--- src/rtl/ipc_pkg.sv ---
package ipc_pkg;

  // byte offsets inside the control window (which follows both mailboxes)
  localparam int CTRL_DB_OUT = 0;
  localparam int CTRL_ST_OUT = 4;
  localparam int CTRL_DB_IN  = 8;
  localparam int CTRL_ST_IN  = 12;

  // status word bit positions
  localparam int FLAG_RDY  = 0;
  localparam int FLAG_DONE = 1;

  typedef enum logic [2:0] {
    ACC_NONE,
    ACC_MB_OUT,
    ACC_MB_IN,
    ACC_DB_OUT,
    ACC_ST_OUT,
    ACC_DB_IN,
    ACC_ST_IN
  } acc_kind_e;

endpackage

--- src/rtl/ipc_side_decode.sv ---
module ipc_side_decode
  import ipc_pkg::*;
#(
  parameter int ADDR_W   = 8,
  parameter int MB_WORDS = 16,
  localparam int IDX_W   = $clog2(MB_WORDS)
) (
  input  logic [ADDR_W-1:0] addr,
  input  logic              wr,
  input  logic              rd,
  output acc_kind_e         kind,
  output logic [IDX_W-1:0]  idx,
  output logic              mb_wr,
  output logic              db_wr,
  output logic              st_wr,
  output logic              db_rd
);

  localparam int MB_BYTES = MB_WORDS * 4;

  logic [ADDR_W-1:0] ctrl_off;

  assign ctrl_off = addr - ADDR_W'(2 * MB_BYTES);
  assign idx      = addr[IDX_W+1:2];

  always_comb begin
    kind = ACC_NONE;
    if (addr[1:0] == 2'b00) begin
      if (addr < ADDR_W'(MB_BYTES))             kind = ACC_MB_OUT;
      else if (addr < ADDR_W'(2 * MB_BYTES))    kind = ACC_MB_IN;
      else if (ctrl_off == ADDR_W'(CTRL_DB_OUT)) kind = ACC_DB_OUT;
      else if (ctrl_off == ADDR_W'(CTRL_ST_OUT)) kind = ACC_ST_OUT;
      else if (ctrl_off == ADDR_W'(CTRL_DB_IN))  kind = ACC_DB_IN;
      else if (ctrl_off == ADDR_W'(CTRL_ST_IN))  kind = ACC_ST_IN;
    end
  end

  assign mb_wr = wr && (kind == ACC_MB_OUT);
  assign db_wr = wr && (kind == ACC_DB_OUT);
  assign st_wr = wr && (kind == ACC_ST_IN);
  assign db_rd = rd && (kind == ACC_DB_IN);

endmodule

--- src/rtl/ipc_channel.sv ---
module ipc_channel #(
  parameter int DATA_W   = 32,
  parameter int MB_WORDS = 16,
  localparam int IDX_W   = $clog2(MB_WORDS)
) (
  input  logic              clk,
  input  logic              rst_n,
  // sender side
  input  logic              snd_mb_wr,
  input  logic [IDX_W-1:0]  snd_idx,
  input  logic [DATA_W-1:0] snd_wdata,
  input  logic              snd_db_wr,
  // receiver side
  input  logic              rcv_db_rd,
  input  logic              rcv_done_set,
  input  logic [IDX_W-1:0]  rcv_idx,
  output logic [DATA_W-1:0] rcv_mb_rdata,
  // state
  output logic [DATA_W-1:0] db_word,
  output logic              ready,
  output logic              done,
  output logic              irq
);

  logic [DATA_W-1:0] mem [MB_WORDS];
  logic              db_ok;

  assign db_ok = snd_db_wr && ready && done;

  always_ff @(posedge clk or negedge rst_n) begin
    if (!rst_n) begin
      for (int i = 0; i < MB_WORDS; i++) mem[i] <= '0;
    end else if (snd_mb_wr) begin
      mem[snd_idx] <= snd_wdata;
    end
  end

  assign rcv_mb_rdata = mem[rcv_idx];

  always_ff @(posedge clk or negedge rst_n) begin
    if (!rst_n) begin
      db_word <= '0;
      ready   <= 1'b1;
      done    <= 1'b1;
      irq     <= 1'b0;
    end else if (db_ok) begin
      db_word <= snd_wdata;
      ready   <= 1'b0;
      done    <= 1'b0;
      irq     <= 1'b1;
    end else begin
      if (rcv_db_rd) begin
        irq   <= 1'b0;
        ready <= 1'b1;
      end
      if (rcv_done_set) done <= 1'b1;
    end
  end

endmodule

--- src/rtl/ipc_mailbox_unit.sv ---
module ipc_mailbox_unit
  import ipc_pkg::*;
#(
  parameter int ADDR_W   = 8,
  parameter int DATA_W   = 32,
  parameter int MB_WORDS = 16
) (
  input  logic              clk,
  input  logic              rst_n,
  input  logic [ADDR_W-1:0] host_addr,
  input  logic              host_wr,
  input  logic              host_rd,
  input  logic [DATA_W-1:0] host_wdata,
  output logic [DATA_W-1:0] host_rdata,
  input  logic [ADDR_W-1:0] fw_addr,
  input  logic              fw_wr,
  input  logic              fw_rd,
  input  logic [DATA_W-1:0] fw_wdata,
  output logic [DATA_W-1:0] fw_rdata,
  output logic              irq_host,
  output logic              irq_fw
);

  localparam int IDX_W = $clog2(MB_WORDS);
  localparam int NSIDE = 2;

  // side 0 = host, side 1 = firmware; channel d carries side d -> side 1-d
  logic [ADDR_W-1:0] bus_addr  [NSIDE];
  logic              bus_wr    [NSIDE];
  logic              bus_rd    [NSIDE];
  logic [DATA_W-1:0] bus_wdata [NSIDE];
  logic [DATA_W-1:0] rdata_q   [NSIDE];

  acc_kind_e         kind   [NSIDE];
  logic [IDX_W-1:0]  idx    [NSIDE];
  logic              mb_wr  [NSIDE];
  logic              db_wr  [NSIDE];
  logic              st_wr  [NSIDE];
  logic              db_rd  [NSIDE];

  logic [DATA_W-1:0] ch_mb_rdata [NSIDE];
  logic [DATA_W-1:0] ch_db       [NSIDE];
  logic [NSIDE-1:0]  ch_ready;
  logic [NSIDE-1:0]  ch_done;
  logic [NSIDE-1:0]  ch_irq;

  assign bus_addr[0]  = host_addr;
  assign bus_wr[0]    = host_wr;
  assign bus_rd[0]    = host_rd;
  assign bus_wdata[0] = host_wdata;
  assign bus_addr[1]  = fw_addr;
  assign bus_wr[1]    = fw_wr;
  assign bus_rd[1]    = fw_rd;
  assign bus_wdata[1] = fw_wdata;

  assign host_rdata = rdata_q[0];
  assign fw_rdata   = rdata_q[1];
  assign irq_fw     = ch_irq[0];
  assign irq_host   = ch_irq[1];

  for (genvar s = 0; s < NSIDE; s++) begin : g_side
    localparam int PEER = 1 - s;

    ipc_side_decode #(
      .ADDR_W  (ADDR_W),
      .MB_WORDS(MB_WORDS)
    ) u_dec (
      .addr (bus_addr[s]),
      .wr   (bus_wr[s]),
      .rd   (bus_rd[s]),
      .kind (kind[s]),
      .idx  (idx[s]),
      .mb_wr(mb_wr[s]),
      .db_wr(db_wr[s]),
      .st_wr(st_wr[s]),
      .db_rd(db_rd[s])
    );

    ipc_channel #(
      .DATA_W  (DATA_W),
      .MB_WORDS(MB_WORDS)
    ) u_chan (
      .clk         (clk),
      .rst_n       (rst_n),
      .snd_mb_wr   (mb_wr[s]),
      .snd_idx     (idx[s]),
      .snd_wdata   (bus_wdata[s]),
      .snd_db_wr   (db_wr[s]),
      .rcv_db_rd   (db_rd[PEER]),
      .rcv_done_set(st_wr[PEER] && bus_wdata[PEER][FLAG_DONE]),
      .rcv_idx     (idx[PEER]),
      .rcv_mb_rdata(ch_mb_rdata[s]),
      .db_word     (ch_db[s]),
      .ready       (ch_ready[s]),
      .done        (ch_done[s]),
      .irq         (ch_irq[s])
    );

    // read path: data for side s, registered one cycle after the enable
    always_ff @(posedge clk or negedge rst_n) begin
      if (!rst_n) begin
        rdata_q[s] <= '0;
      end else if (bus_rd[s]) begin
        case (kind[s])
          ACC_MB_IN:  rdata_q[s] <= ch_mb_rdata[PEER];
          ACC_DB_IN:  rdata_q[s] <= ch_db[PEER];
          ACC_ST_OUT: rdata_q[s] <= {{(DATA_W-2){1'b0}}, ch_done[s], ch_ready[s]};
          ACC_ST_IN:  rdata_q[s] <= {{(DATA_W-2){1'b0}}, ch_done[PEER], ch_ready[PEER]};
          default:    rdata_q[s] <= '0;
        endcase
      end else begin
        rdata_q[s] <= '0;
      end
    end
  end

endmodule

--- config.mk ---
export PLATFORM = sky130hd
export DESIGN_NAME = ipc_mailbox_unit
export DESIGN_NICKNAME = d
export VERILOG_FILES = /design/src/rtl/ipc_pkg.sv /design/src/rtl/ipc_side_decode.sv /design/src/rtl/ipc_channel.sv /design/src/rtl/ipc_mailbox_unit.sv
export SDC_FILE = /design/constraint.sdc
export NUM_CORES = 2
export LEC_CHECK = 0
export CAP_MARGIN = 20
export CORE_MARGIN = 4
export CORE_UTILIZATION = 56
export DETAILED_ROUTE_END_ITERATION = 10
export GPL_TIMING_DRIVEN = 1
export PLACE_DENSITY = 0.76
export SETUP_SLACK_MARGIN = 0.1
export SLEW_MARGIN = 20
export SYNTH_ARGS = -nofsm -noshare
export SYNTH_HDL_FRONTEND = slang
export SYNTH_SLANG_ARGS = --single-unit
export TNS_END_PERCENT = 100
--- constraint.sdc ---
create_clock -name clk -period 1.7 [get_ports clk]
set_input_delay 0.34 -clock clk [delete_from_list [all_inputs] [get_ports clk]]
set_output_delay 0.34 -clock clk [all_outputs]
set_load 0.005 [all_outputs]
==> impl_metrics.csv <==
group,metric,value,unit
critical_path,reg2reg_depth,6,
synthesis,ys_seq_area_share,56.9,%
cells_and_area,nets,3668,
sta,fin_ws,-0.0260,ns
sta,drv_slew,0,
drt,postRouteAntennaNets,0,
cells_and_area,final_cell_mix,"1154 x dfrtp_1, 777 x mux2_2, 312 x mux2_4",
sta,fin_crit_sh,102,%
synthesis,synth_area,50900,um2
sta,worst_slew_pin_slew,0.635,ns
critical_path,rrSetupSlack,-0.03,ns
placement,hpwl,83500,um
cells_and_area,antenna-diode-count,0,
global_routing,grt_overflow_total,0,
global_routing,grt_pass1_vias,34000,
placement,placed_cell_area,58400,um2
critical_path,r2r_end,"g_side[0].u_chan.db_word[23]$_DFFE_PN0P_",
placement,place_inst,4589,
drt,vias,30200,
synthesis,netlist_instances,3177,
critical_path,crit_slowest_cell,"dfstp_2",
sta,holdWs,0.182,ns
critical_path,critPathKind,"reg2reg",
critical_path,endpoint,"g_side[0].u_chan.db_word[23]$_DFFE_PN0P_",
global_routing,grt_use_total,28.2,%
synthesis,async_flop_share,100,%
clocking,cts_buffers,115,
critical_path,endpoint_kind,"flop",
synthesis,yosys_warnings,0,
sta,hold_violations,0,
clocking,htreeDepth,3,
min_path,hp-class,"in2async",
synthesis,synth.avg_cell_area,16.0,um2
sta,fin_skew,0.0298,ns
placement,numPortBuffers,151,
critical_path,worstPathArrival,2.30,ns
drt,drc,0,
sta,fin_crit,1.73,ns
clocking,cts_tree,"done",
drt,wl,133000,um
power,power_density,956,nW/um2
critical_path,cp-start-kind,"flop",
cells_and_area,regArea,29000,um2
power,pwr-share-seq,48.8,%
drt,detail_route.vias_per_cell,6.21,
clocking,cts_max_path_buffers,3,
power,p_comb_share,8.3,%
sta,rsz0062_at_grt,"yes",
die,die_w,309,um
cells_and_area,multi_input_area,22300,um2
power,leakage,30.8,nW
placement,gp_congestion,0.850,
critical_path,required,2.27,ns
power,intPower,0.0464,W
cells_and_area,fin_area,62900,um2
global_routing,grt_antenna_before_repair,0,
drt,wl_per_cell,27.4,um
die,die_area,95800,um2
critical_path,crit_fanout,6,
global_routing,grt_pass1_wl,206000,um
power,clkPwrFrac,42.9,%
clocking,clkSinkCount,1158,
clocking,clock_latency,0.70,ns
die,coreArea,90100,um2
synthesis,synth_ff_type,"dfrtp_1",
die,io_pins,152,
cells_and_area,nFillCells,5596,
synthesis,synth_edf_count,0,
drt,drt-met1-wl,53500,um
status,violations,"negative setup slack",
status,status,"finished with violations",
cells_and_area,stdcell_count,4853,
critical_path,timing.rr.start,"g_side[0].u_chan.ready$_DFFE_PN1P_",
sta,slew-limit-headroom,57.6,%
critical_path,crit_start,"g_side[0].u_chan.ready$_DFFE_PN1P_",
power,p_sw,0.0138,W
die,start_util,56.5,%
synthesis,ys_seq_elements,1158,
drt,top_layer_used,"met4",
synthesis,synth_cell_types,46,
drt,drt_pass1_iterations,8,
drt,routed-wl-met3,7670,um
cells_and_area,drive_gt1_share,56.8,%
sta,setup-violations-final,24,
die,fp-row-count,110,
critical_path,path_cells,"nand3_4 > nor4_4 > buf_6 > buf_12 > buf_16 > mux2_4",
drt,drtIter0Drc,2222,
power,total_power,0.0602,W
global_routing,grt_max_degree,90,
sta,max_freq,0.579,GHz
run,maxCapViolations,0,
clocking,clkTransAtPathRegs,0.06,ns
drt,route.met2.wl,67300,um
cells_and_area,layout_commonest_cell,"dfrtp_1",
power,peakVddDrop,0.000794,V
power,swShare,22.9,%
cells_and_area,area.growth.synth_to_final,23.6,%
synthesis,synth_nets,3263,
die,die_h,309,um
cells_and_area,postLayoutCoreUtil,69.8,%
critical_path,cpPeakStageDelay,0.55,ns
clocking,cts-root-buf,"clkbuf_16",
-- critical path, delay by kind of cell (launching register included) --
kind / cells / cell delay, ns
simple gates: 2 / 0.28
mux: 1 / 0.30
buf+inv: 3 / 0.47
flops: 1 / 0.55
-- sequential cells by signal (all words and copies together), names as in the netlist --
| name | cells |
|---|---|
| fw_rdata | 32 |
| g_side.u_chan.db_word | 64 |
| g_side.u_chan.done | 2 |
| g_side.u_chan.irq | 2 |
| g_side.u_chan.mem | 1024 |
| g_side.u_chan.ready | 2 |
| host_rdata | 32 |
-- cells in the mapped netlist, types with 3 or more instances --
master	n	area share, %
nand3b_1	4	0.059
a21oi_1	3	0.029
and3_1	4	0.049
a22oi_1	8	0.12
mux2_2	1062	23
mux4_2	252	11
dfstp_2	4	0.21
mux2i_1	74	1.5
mux2_4	20	0.59
nor4_1	3	0.037
a22o_1	60	1.0
buf_1	62	0.46
o21ai_0	36	0.35
buf_6	4	0.088
and2_1	3	0.037
nor3_1	6	0.059
nand3_1	5	0.049
a21o_1	31	0.46
buf_2	70	0.69
dfrtp_1	1154	57
nand2b_1	4	0.049
nand2_1	52	0.38
o22ai_1	30	0.37
nor2_1	54	0.40
clkbuf_1	131	0.97
mux2_1	8	0.18
nor2b_1	6	0.074
-- logic make-up (layout without fill, tap and decap cells) --
family	Yosys count	after routing	synth area share (%)
buffers and inverters	270	770	2.23
AND/OR/NAND/NOR	154	154	1.43
flip-flops	1158	1158	56.9
multiplexers	1416	1416	36.9
XOR/XNOR	1	1	0.0172
AO/OA/AOI/OAI	178	178	2.52
-- power groups by stage --
stage	Combinational (W)	Clock, W	Sequential, W
floorplan	0.00284	0	0.0296
global placement	0.00473	0	0.0297
detailed placement	0.00493	0	0.0298
CTS	0.00499	0.0262	0.0294
global route	0.00536	0.0274	0.0295
finish	0.00498	0.0258	0.0294
-- layout make-up --
cell class,instances,area share [%]
inverters,2,0.0119
multi-input cells,1749,35.4
flip-flops and latches,1158,46.1
repair buffers,556,10.1
clock buffers,167,5.31
well taps,1176,2.34
clock inverters,45,0.795
-- repair_timing --
item | CTS | global route
pin swaps | 11 | 10
gates resized for setup | 359 | 52
setup endpoints to repair | 1143 | 505
buffers inserted | 28 | 9
hold endpoints to repair | 312 | 0
hold buffers | 1 | 0
cloned | 9 | 5
-- routing by layer --
metal  track usage, %  up-vias
met3             5.17      241
met2             47.9      929
met4             9.69        0
met1             37.0    16400
met5                0        -
li1                 -    12600
-- through the flow --
step	setup TNS [ns]	setup WS (ns)
5_1_grt	-1.30	-0.0582
6_report	-0.246	-0.0260
2_1_floorplan	-139.96	-0.508
3_5_place_dp	-917.57	-1.15
3_3_place_gp	-851.12	-1.03
4_1_cts	-2.99	-0.110
-- how the worst min path moves through the flow --
stage,startpoint,endpoint,slack (ns),depth (start not counted)
6_report,rst_n,host_rdata[12]$_DFF_PN0_,0.18,2
5_1_grt,rst_n,g_side[1].u_chan.mem[38]$_DFFE_PN0P_,0.18,2
4_1_cts,rst_n,g_side[1].u_chan.mem[38]$_DFFE_PN0P_,0.16,2
3_5_place_dp,rst_n,host_rdata[12]$_DFF_PN0_,0.29,1
3_3_place_gp,rst_n,host_rdata[12]$_DFF_PN0_,0.28,1
2_1_floorplan,rst_n,fw_rdata[0]$_DFF_PN0_,0.04,0
Note: power is estimated with default switching activity, not from simulation.
